--- config.mk ---
export PLATFORM = sky130hd
export DESIGN_NAME = pair_tlb
export DESIGN_NICKNAME = d
export VERILOG_FILES = /design/src/rtl/pair_tlb_pkg.sv /design/src/rtl/pair_tlb_path.sv /design/src/rtl/pair_tlb_ctrl.sv /design/src/rtl/pair_tlb.sv
export SDC_FILE = /design/constraint.sdc
export NUM_CORES = 2
export LEC_CHECK = 0
export BUFFER_PORTS_ARGS = -buffer_cell sky130_fd_sc_hd__buf_2
export CAP_MARGIN = 25
export CORE_MARGIN = 4
export CORE_UTILIZATION = 58
export CTS_BUF_LIST = sky130_fd_sc_hd__clkbuf_8
export DETAILED_ROUTE_END_ITERATION = 7
export GPL_TIMING_DRIVEN = 0
export HOLD_SLACK_MARGIN = 0.08
export MAX_ROUTING_LAYER = met4
export PLACE_DENSITY = 0.78
export SLEW_MARGIN = 10
export SYNTH_ARGS = -nofsm -noshare
export SYNTH_HDL_FRONTEND = slang
export SYNTH_SLANG_ARGS = --single-unit
--- constraint.sdc ---
create_clock -name clk -period 18.1 [get_ports clk]
set_input_delay 0.905 -clock clk [delete_from_list [all_inputs] [get_ports clk]]
set_output_delay 0.905 -clock clk [all_outputs]
set_load 0.02 [all_outputs]
--- src/rtl/pair_tlb_pkg.sv ---
package pair_tlb_pkg;

  typedef enum logic [2:0] {
    FLT_NONE     = 3'd0,
    FLT_ADDR     = 3'd1,
    FLT_I_REFILL = 3'd2,
    FLT_I_INVAL  = 3'd3,
    FLT_D_REFILL = 3'd4,
    FLT_D_INVAL  = 3'd5,
    FLT_MOD      = 3'd6
  } fault_e;

  // Strobes from the control decode to the response registers
  typedef struct packed {
    logic   take;      // a lookup is being accepted
    logic   loadPa;    // a physical address is produced
    logic   passThru;  // use the unmapped-window address
    logic   tlbInfo;   // load ASID / page-pair fault fields
    fault_e code;
  } strobe_t;

  localparam int VA_W  = 32;
  localparam int TAG_W = 21;   // virtual address bits [31:11]

endpackage

--- src/rtl/pair_tlb_path.sv ---
module pair_tlb_path
  import pair_tlb_pkg::*;
#(
  parameter int ENTRIES = 8,
  parameter int ASID_W  = 8,
  parameter int PFN_W   = 20,
  localparam int IDX_W  = $clog2(ENTRIES),
  localparam int LO_W   = PFN_W + 6
) (
  input  logic              clk,
  input  logic              rstN,
  input  logic              wrEn,
  input  logic [IDX_W-1:0]  wrIdx,
  input  logic [TAG_W-1:0]  wrVpn,
  input  logic [ASID_W-1:0] wrAsid,
  input  logic [LO_W-1:0]   wrLo0,
  input  logic [LO_W-1:0]   wrLo1,
  input  logic [IDX_W-1:0]  rdIdx,
  output logic [LO_W-1:0]   rdLo0,
  output logic [LO_W-1:0]   rdLo1,
  input  logic [VA_W-1:0]   va,
  input  logic [ASID_W-1:0] asid,
  input  logic              smallPages,
  output logic              hit,
  output logic              halfValid,
  output logic              halfDirty,
  output logic [VA_W-1:0]   mappedPa,
  output logic [VA_W-1:0]   segPa
);

  logic [TAG_W-1:0]  eVpn  [ENTRIES];
  logic [ASID_W-1:0] eAsid [ENTRIES];
  logic              eG    [ENTRIES];
  logic [PFN_W-1:0]  ePfn  [ENTRIES][2];
  logic [2:0]        eC    [ENTRIES][2];
  logic              eD    [ENTRIES][2];
  logic              eV    [ENTRIES][2];

  always_ff @(posedge clk) begin
    if (!rstN) begin
      for (int i = 0; i < ENTRIES; i++) begin
        eVpn[i]  <= '0;
        eAsid[i] <= '0;
        eG[i]    <= 1'b0;
        for (int h = 0; h < 2; h++) begin
          ePfn[i][h] <= '0;
          eC[i][h]   <= '0;
          eD[i][h]   <= 1'b0;
          eV[i][h]   <= 1'b0;
        end
      end
    end else if (wrEn) begin
      eVpn[wrIdx]    <= wrVpn;
      eAsid[wrIdx]   <= wrAsid;
      eG[wrIdx]      <= wrLo0[0] & wrLo1[0];
      ePfn[wrIdx][0] <= wrLo0[LO_W-1:6];
      ePfn[wrIdx][1] <= wrLo1[LO_W-1:6];
      eC[wrIdx][0]   <= wrLo0[5:3];
      eC[wrIdx][1]   <= wrLo1[5:3];
      eD[wrIdx][0]   <= wrLo0[2];
      eD[wrIdx][1]   <= wrLo1[2];
      eV[wrIdx][0]   <= wrLo0[1];
      eV[wrIdx][1]   <= wrLo1[1];
    end
  end

  assign rdLo0 = {ePfn[rdIdx][0], eC[rdIdx][0], eD[rdIdx][0], eV[rdIdx][0], eG[rdIdx]};
  assign rdLo1 = {ePfn[rdIdx][1], eC[rdIdx][1], eD[rdIdx][1], eV[rdIdx][1], eG[rdIdx]};

  logic [TAG_W-1:0] reqTag, tagMask;
  logic [ENTRIES-1:0] match;
  assign reqTag  = va[VA_W-1:11];
  assign tagMask = smallPages ? '1 : {{(TAG_W-2){1'b1}}, 2'b00};

  for (genvar i = 0; i < ENTRIES; i++) begin : g_cmp
    assign match[i] = (eV[i][0] | eV[i][1])
                    && ((reqTag & tagMask) == (eVpn[i] & tagMask))
                    && (eG[i] || (asid == eAsid[i]));
  end

  logic [IDX_W-1:0] sel;
  always_comb begin
    sel = '0;
    for (int i = ENTRIES - 1; i >= 0; i--) begin
      if (match[i]) sel = IDX_W'(i);
    end
  end

  logic oddHalf;
  logic [VA_W-1:0] offMask;
  assign oddHalf   = smallPages ? va[10] : va[12];
  assign offMask   = smallPages ? 32'h0000_03FF : 32'h0000_0FFF;
  assign hit       = |match;
  assign halfValid = eV[sel][oddHalf];
  assign halfDirty = eD[sel][oddHalf];
  assign mappedPa  = (VA_W'(ePfn[sel][oddHalf]) << 12) | (va & offMask);
  assign segPa     = {3'b000, va[VA_W-4:0]};

endmodule

--- src/rtl/pair_tlb_ctrl.sv ---
module pair_tlb_ctrl
  import pair_tlb_pkg::*;
(
  input  logic        lkValid,
  input  logic [2:0]  vaTop,
  input  logic        isData,
  input  logic        isWrite,
  input  logic        misaligned,
  input  logic [31:0] status,
  input  logic        hit,
  input  logic        halfValid,
  input  logic        halfDirty,
  output strobe_t     st
);

  logic kernelMode, inCached, inUncached;
  assign kernelMode = status[28] | status[2] | status[1] | (status[4:3] == 2'b00);
  assign inCached   = (vaTop == 3'b100);
  assign inUncached = (vaTop == 3'b101);

  always_comb begin
    st      = '0;
    st.take = lkValid;
    if (inUncached) begin
      st.loadPa   = 1'b1;
      st.passThru = 1'b1;
    end else if (inCached) begin
      if (!kernelMode || misaligned) begin
        st.code = FLT_ADDR;
      end else begin
        st.loadPa   = 1'b1;
        st.passThru = 1'b1;
      end
    end else if (misaligned) begin
      st.code = FLT_ADDR;
    end else if (!hit) begin
      st.code    = isData ? FLT_D_REFILL : FLT_I_REFILL;
      st.tlbInfo = 1'b1;
    end else if (!halfValid) begin
      st.code    = isData ? FLT_D_INVAL : FLT_I_INVAL;
      st.tlbInfo = 1'b1;
    end else if (isData && isWrite && !halfDirty) begin
      st.code    = FLT_MOD;
      st.tlbInfo = 1'b1;
    end else begin
      st.loadPa = 1'b1;
    end
  end

endmodule

--- src/rtl/pair_tlb.sv ---
module pair_tlb
  import pair_tlb_pkg::*;
#(
  parameter int ENTRIES = 8,
  parameter int ASID_W  = 8,
  parameter int PFN_W   = 20,
  localparam int IDX_W  = $clog2(ENTRIES),
  localparam int LO_W   = PFN_W + 6
) (
  input  logic              clk,
  input  logic              rstN,
  input  logic              wrEn,
  input  logic [IDX_W-1:0]  wrIdx,
  input  logic [20:0]       wrVpn,
  input  logic [ASID_W-1:0] wrAsid,
  input  logic [LO_W-1:0]   wrLo0,
  input  logic [LO_W-1:0]   wrLo1,
  input  logic [IDX_W-1:0]  rdIdx,
  output logic [LO_W-1:0]   rdLo0,
  output logic [LO_W-1:0]   rdLo1,
  input  logic              lkValid,
  input  logic [31:0]       lkVaddr,
  input  logic [ASID_W-1:0] lkAsid,
  input  logic              lkIsData,
  input  logic              lkIsWrite,
  input  logic              lkMisaligned,
  input  logic              smallPages,
  input  logic [31:0]       status,
  output logic              rspValid,
  output logic [2:0]        rspCode,
  output logic [31:0]       rspPaddr,
  output logic [31:0]       rspBadVaddr,
  output logic [ASID_W-1:0] rspAsid,
  output logic [18:0]       rspVpn2,
  output logic [1:0]        rspVpn2x,
  output logic [18:0]       rspCtxVpn2
);

  logic hit, halfValid, halfDirty;
  logic [31:0] mappedPa, segPa;
  strobe_t st;

  pair_tlb_path #(.ENTRIES(ENTRIES), .ASID_W(ASID_W), .PFN_W(PFN_W)) u_path (
    .clk(clk), .rstN(rstN),
    .wrEn(wrEn), .wrIdx(wrIdx), .wrVpn(wrVpn), .wrAsid(wrAsid),
    .wrLo0(wrLo0), .wrLo1(wrLo1),
    .rdIdx(rdIdx), .rdLo0(rdLo0), .rdLo1(rdLo1),
    .va(lkVaddr), .asid(lkAsid), .smallPages(smallPages),
    .hit(hit), .halfValid(halfValid), .halfDirty(halfDirty),
    .mappedPa(mappedPa), .segPa(segPa)
  );

  pair_tlb_ctrl u_ctrl (
    .lkValid(lkValid), .vaTop(lkVaddr[31:29]), .isData(lkIsData),
    .isWrite(lkIsWrite), .misaligned(lkMisaligned), .status(status),
    .hit(hit), .halfValid(halfValid), .halfDirty(halfDirty), .st(st)
  );

  always_ff @(posedge clk) begin
    if (!rstN) begin
      rspValid    <= 1'b0;
      rspCode     <= '0;
      rspPaddr    <= '0;
      rspBadVaddr <= '0;
      rspAsid     <= '0;
      rspVpn2     <= '0;
      rspVpn2x    <= '0;
      rspCtxVpn2  <= '0;
    end else begin
      rspValid <= st.take;
      if (st.take) begin
        rspCode     <= st.code;
        rspPaddr    <= st.loadPa ? (st.passThru ? segPa : mappedPa) : '0;
        rspBadVaddr <= (st.code != FLT_NONE) ? lkVaddr : '0;
        rspAsid     <= st.tlbInfo ? lkAsid : '0;
        rspVpn2     <= st.tlbInfo ? lkVaddr[31:13] : '0;
        rspVpn2x    <= st.tlbInfo ? lkVaddr[12:11] : '0;
        rspCtxVpn2  <= st.tlbInfo ? lkVaddr[31:13] : '0;
      end
    end
  end

endmodule

==> out/results.ini <==
[detailed_routing]
drtAntennaViolNets = 0
drt_iter0_drc = 4324
wl_per_cell_um = 29.3
drt_wl_total_um = 125000
drc_errors = 0
dr.pass1.iters = 8
vias_per_cell = 6.61
routed-via-count = 28170

[sta]
worst_pin_slew_ns = 1.15
post-route-period-util = 0.328
slew_viol_final = 0
post-route-min-period_ns = 5.93
grt_setup_unrepaired = no
slew_headroom = 0.228
setup_tns_ns = 0
fin_skew_ns = 0.0605
timing.fmax_mhz = 169
setup_violations = 0
hold_viol = 0

[worst_setup_path]
cp.depth = 14
crit_buf_inv = 2
cpLargestDelayFamily = simple AND/OR/NAND/NOR gates
crit_fanout = 10
cp_data_arrival_time_ns = 6.57
reg2reg_depth = 13
critical_path_class = input pin to flip-flop
cp_cell_sequence = buf_2 -> xor2_1 -> nor4_1 -> a21oi_1 -> or4_1 -> a211oi_2 -> nor2_1 -> a21oi_1 -> clkbuf_1 -> o22ai_1 -> nor4_1 -> nor3_1 -> a22oi_1 -> o21ai_0
max_stage_delay_ns = 0.86
crit_slowest_cell = a21oi_1
worst_ep_required_time_ns = 18.74
start_kind = input pin
end_kind = flip-flop

[yosys]
yosysMostFrequentCell = edfxtp_1
ys_top_cells_by_area = edfxtp_1, and2_1, mux4_2
synth_fp_nets = 3018
syn_inst = 2851
async_flop_share = 0
synth-seq-cells = 737
synth_edf_count = 628
netlist.area_leader.share = 0.513
synth_ff_type = edfxtp_1
ys.warnings.count = 0
synthTopCellsByCount = edfxtp_1, and2_1, and3_1
syn-cell-area_um2 = 36800
yosysTopAreaCell = edfxtp_1
syn_area_per_cell_um2 = 12.9
yosysSeqAreaShare = 0.572
synth.distinct_cells = 59

[floorplanning]
die-width_um = 260
dieHeight_um = 260
io_pins = 335
core_um2 = 63000
initial_utilization = 0.584
fp.dieArea_um2 = 67500
rows = 92

[global_routing]
grt_max_degree = 48
antenna_found_initial = 27
grt_usage = 0.372
grt_pass1_vias = 27529
overflow = 0
grt_pass1_wl_um = 178000

[cts]
clock_latency_ns = 0.78
clock_sinks = 737
cts_max_level = 3
post_cts.repair.setup_buffers = 0
hold_buffers = 0
clock-root-buffer = clkbuf_8
cts_tree = done
cts_buffer_depth = 3
cts_buffers = 119
ctsResizeCount = 0
path_clk_slew_ns = 0.06

[final_layout]
nFillCells = 4531
utilization = 0.673
seq_area_um2 = 21000
multi_input_area_um2 = 14600
syn2layout_area_growth_pct = 15.2
drive_above_1_share = 0.224
nets = 3468

[power_and_ir_drop]
p_per_area_nw_per_um2 = 90.3
p_leak_nw = 16.4
vdd_ir_drop_max_mv = 0.0630

[min_path]
hold_class = input pin to flip-flop
holdPathStages = 3

[placed_design]
gp_congestion = 1.00
numPortBuffers = 294
dp_hpwl_um = 87700

[run_status]
outcome = complete, no violations

[run]
cap_violations = 0

## sequential cells by signal, summed over array words and instances, names as in the netlist, 16 cells and up
name and count:
rspPaddr 32, u_path.eD 16, u_path.ePfn 320, u_path.eV 16
rspCtxVpn2 19, u_path.eC 48, u_path.eAsid 64, u_path.eVpn 168
rspBadVaddr 32
## logic make-up after synthesis
| group | Yosys count | share of synthesized area |
|---|---|---|
| simple gates | 1036 | 0.162 |
| buf+inv | 254 | 0.0325 |
| flops | 737 | 0.572 |
| compound gates | 257 | 0.0499 |
| mux | 335 | 0.128 |
| xor+xnor | 232 | 0.0553 |
## layout make-up
| type | count | area share |
|---|---|---|
| multi-input cells | 1860 | 0.345 |
| clock buffers | 128 | 0.0416 |
| repair buffers | 329 | 0.0518 |
| plain buffers | 247 | 0.0276 |
| inverters | 7 | 0.000620 |
| well taps | 846 | 0.0250 |
| clock inverters | 80 | 0.00966 |
| flip-flops and latches | 737 | 0.497 |
| diodes | 30 | 0.00177 |
## where the power goes
group	switching [mW]	leakage, nW	internal [mW]
combinational	0.306	8.25	0.170
clock	0.678	1.23	0.677
sequential	0.0519	6.91	1.94
total	1.04	16.4	2.79
## cells in the final DEF, fill, tap and decap left out, types with 32 or more instances in the layout
master / netlist / final
a22o_1: 42 / 42
and2_1: 391 / 391
and3_1: 238 / 238
buf_2: 42 / 336
buf_4: 30 / 32
clkbuf_1: 148 / 148
clkbuf_8: 0 / 128
dfxtp_1: 109 / 109
edfxtp_1: 628 / 628
inv_1: 7 / 35
mux2_2: 72 / 72
mux2i_1: 160 / 160
mux4_2: 102 / 102
nand2_1: 59 / 58
nor2_1: 128 / 126
nor3_1: 56 / 55
nor4_1: 91 / 91
o21ai_0: 63 / 58
o22ai_1: 34 / 34
xor2_1: 214 / 214
## path summary, 6_finish.rpt
path / from / endpoint / slack [ns]
min: lkVaddr[5] / rspPaddr[5] / 0.42
max reg2reg: u_path.eAsid[6][5] / rspPaddr[27] / 12.22
max: lkAsid[5] / rspPaddr[27] / 12.17
min reg2reg: rspBadVaddr[27] / rspBadVaddr[27] / 0.46
## through the flow
step	cells	total power [mW]	hold WS (ns)	worst slack, ns	instance area, um^2
after floorplan	2851	2.28	0.443	10.56	36800
after global placement	3991	2.47	0.448	5.16	39300
after detailed placement	4019	2.49	0.453	11.80	40000
after CTS	4227	3.80	0.387	12.58	42200
after global routing	4259	3.93	0.410	12.07	42300
final	4264	3.83	0.424	12.17	42400
## worst min-delay path, delay by kind of cell
kind / cells / cell delay (ns)
buffers and inverters: 1 / 0.09
AO/OA/AOI/OAI: 2 / 0.15
## metal layers
| metal | GRT usage | routed length (um) | vias to the layer above |
|---|---|---|---|
| met3 | 0.0988 | 17800 | 448 |
| met2 | 0.572 | 57900 | 2428 |
| li1 | - | - | 11592 |
| met1 | 0.462 | 43100 | 13702 |
| met5 | - | 0 | - |
| met4 | 0.178 | 6400 | 0 |
(Power assumes the default switching activity.)
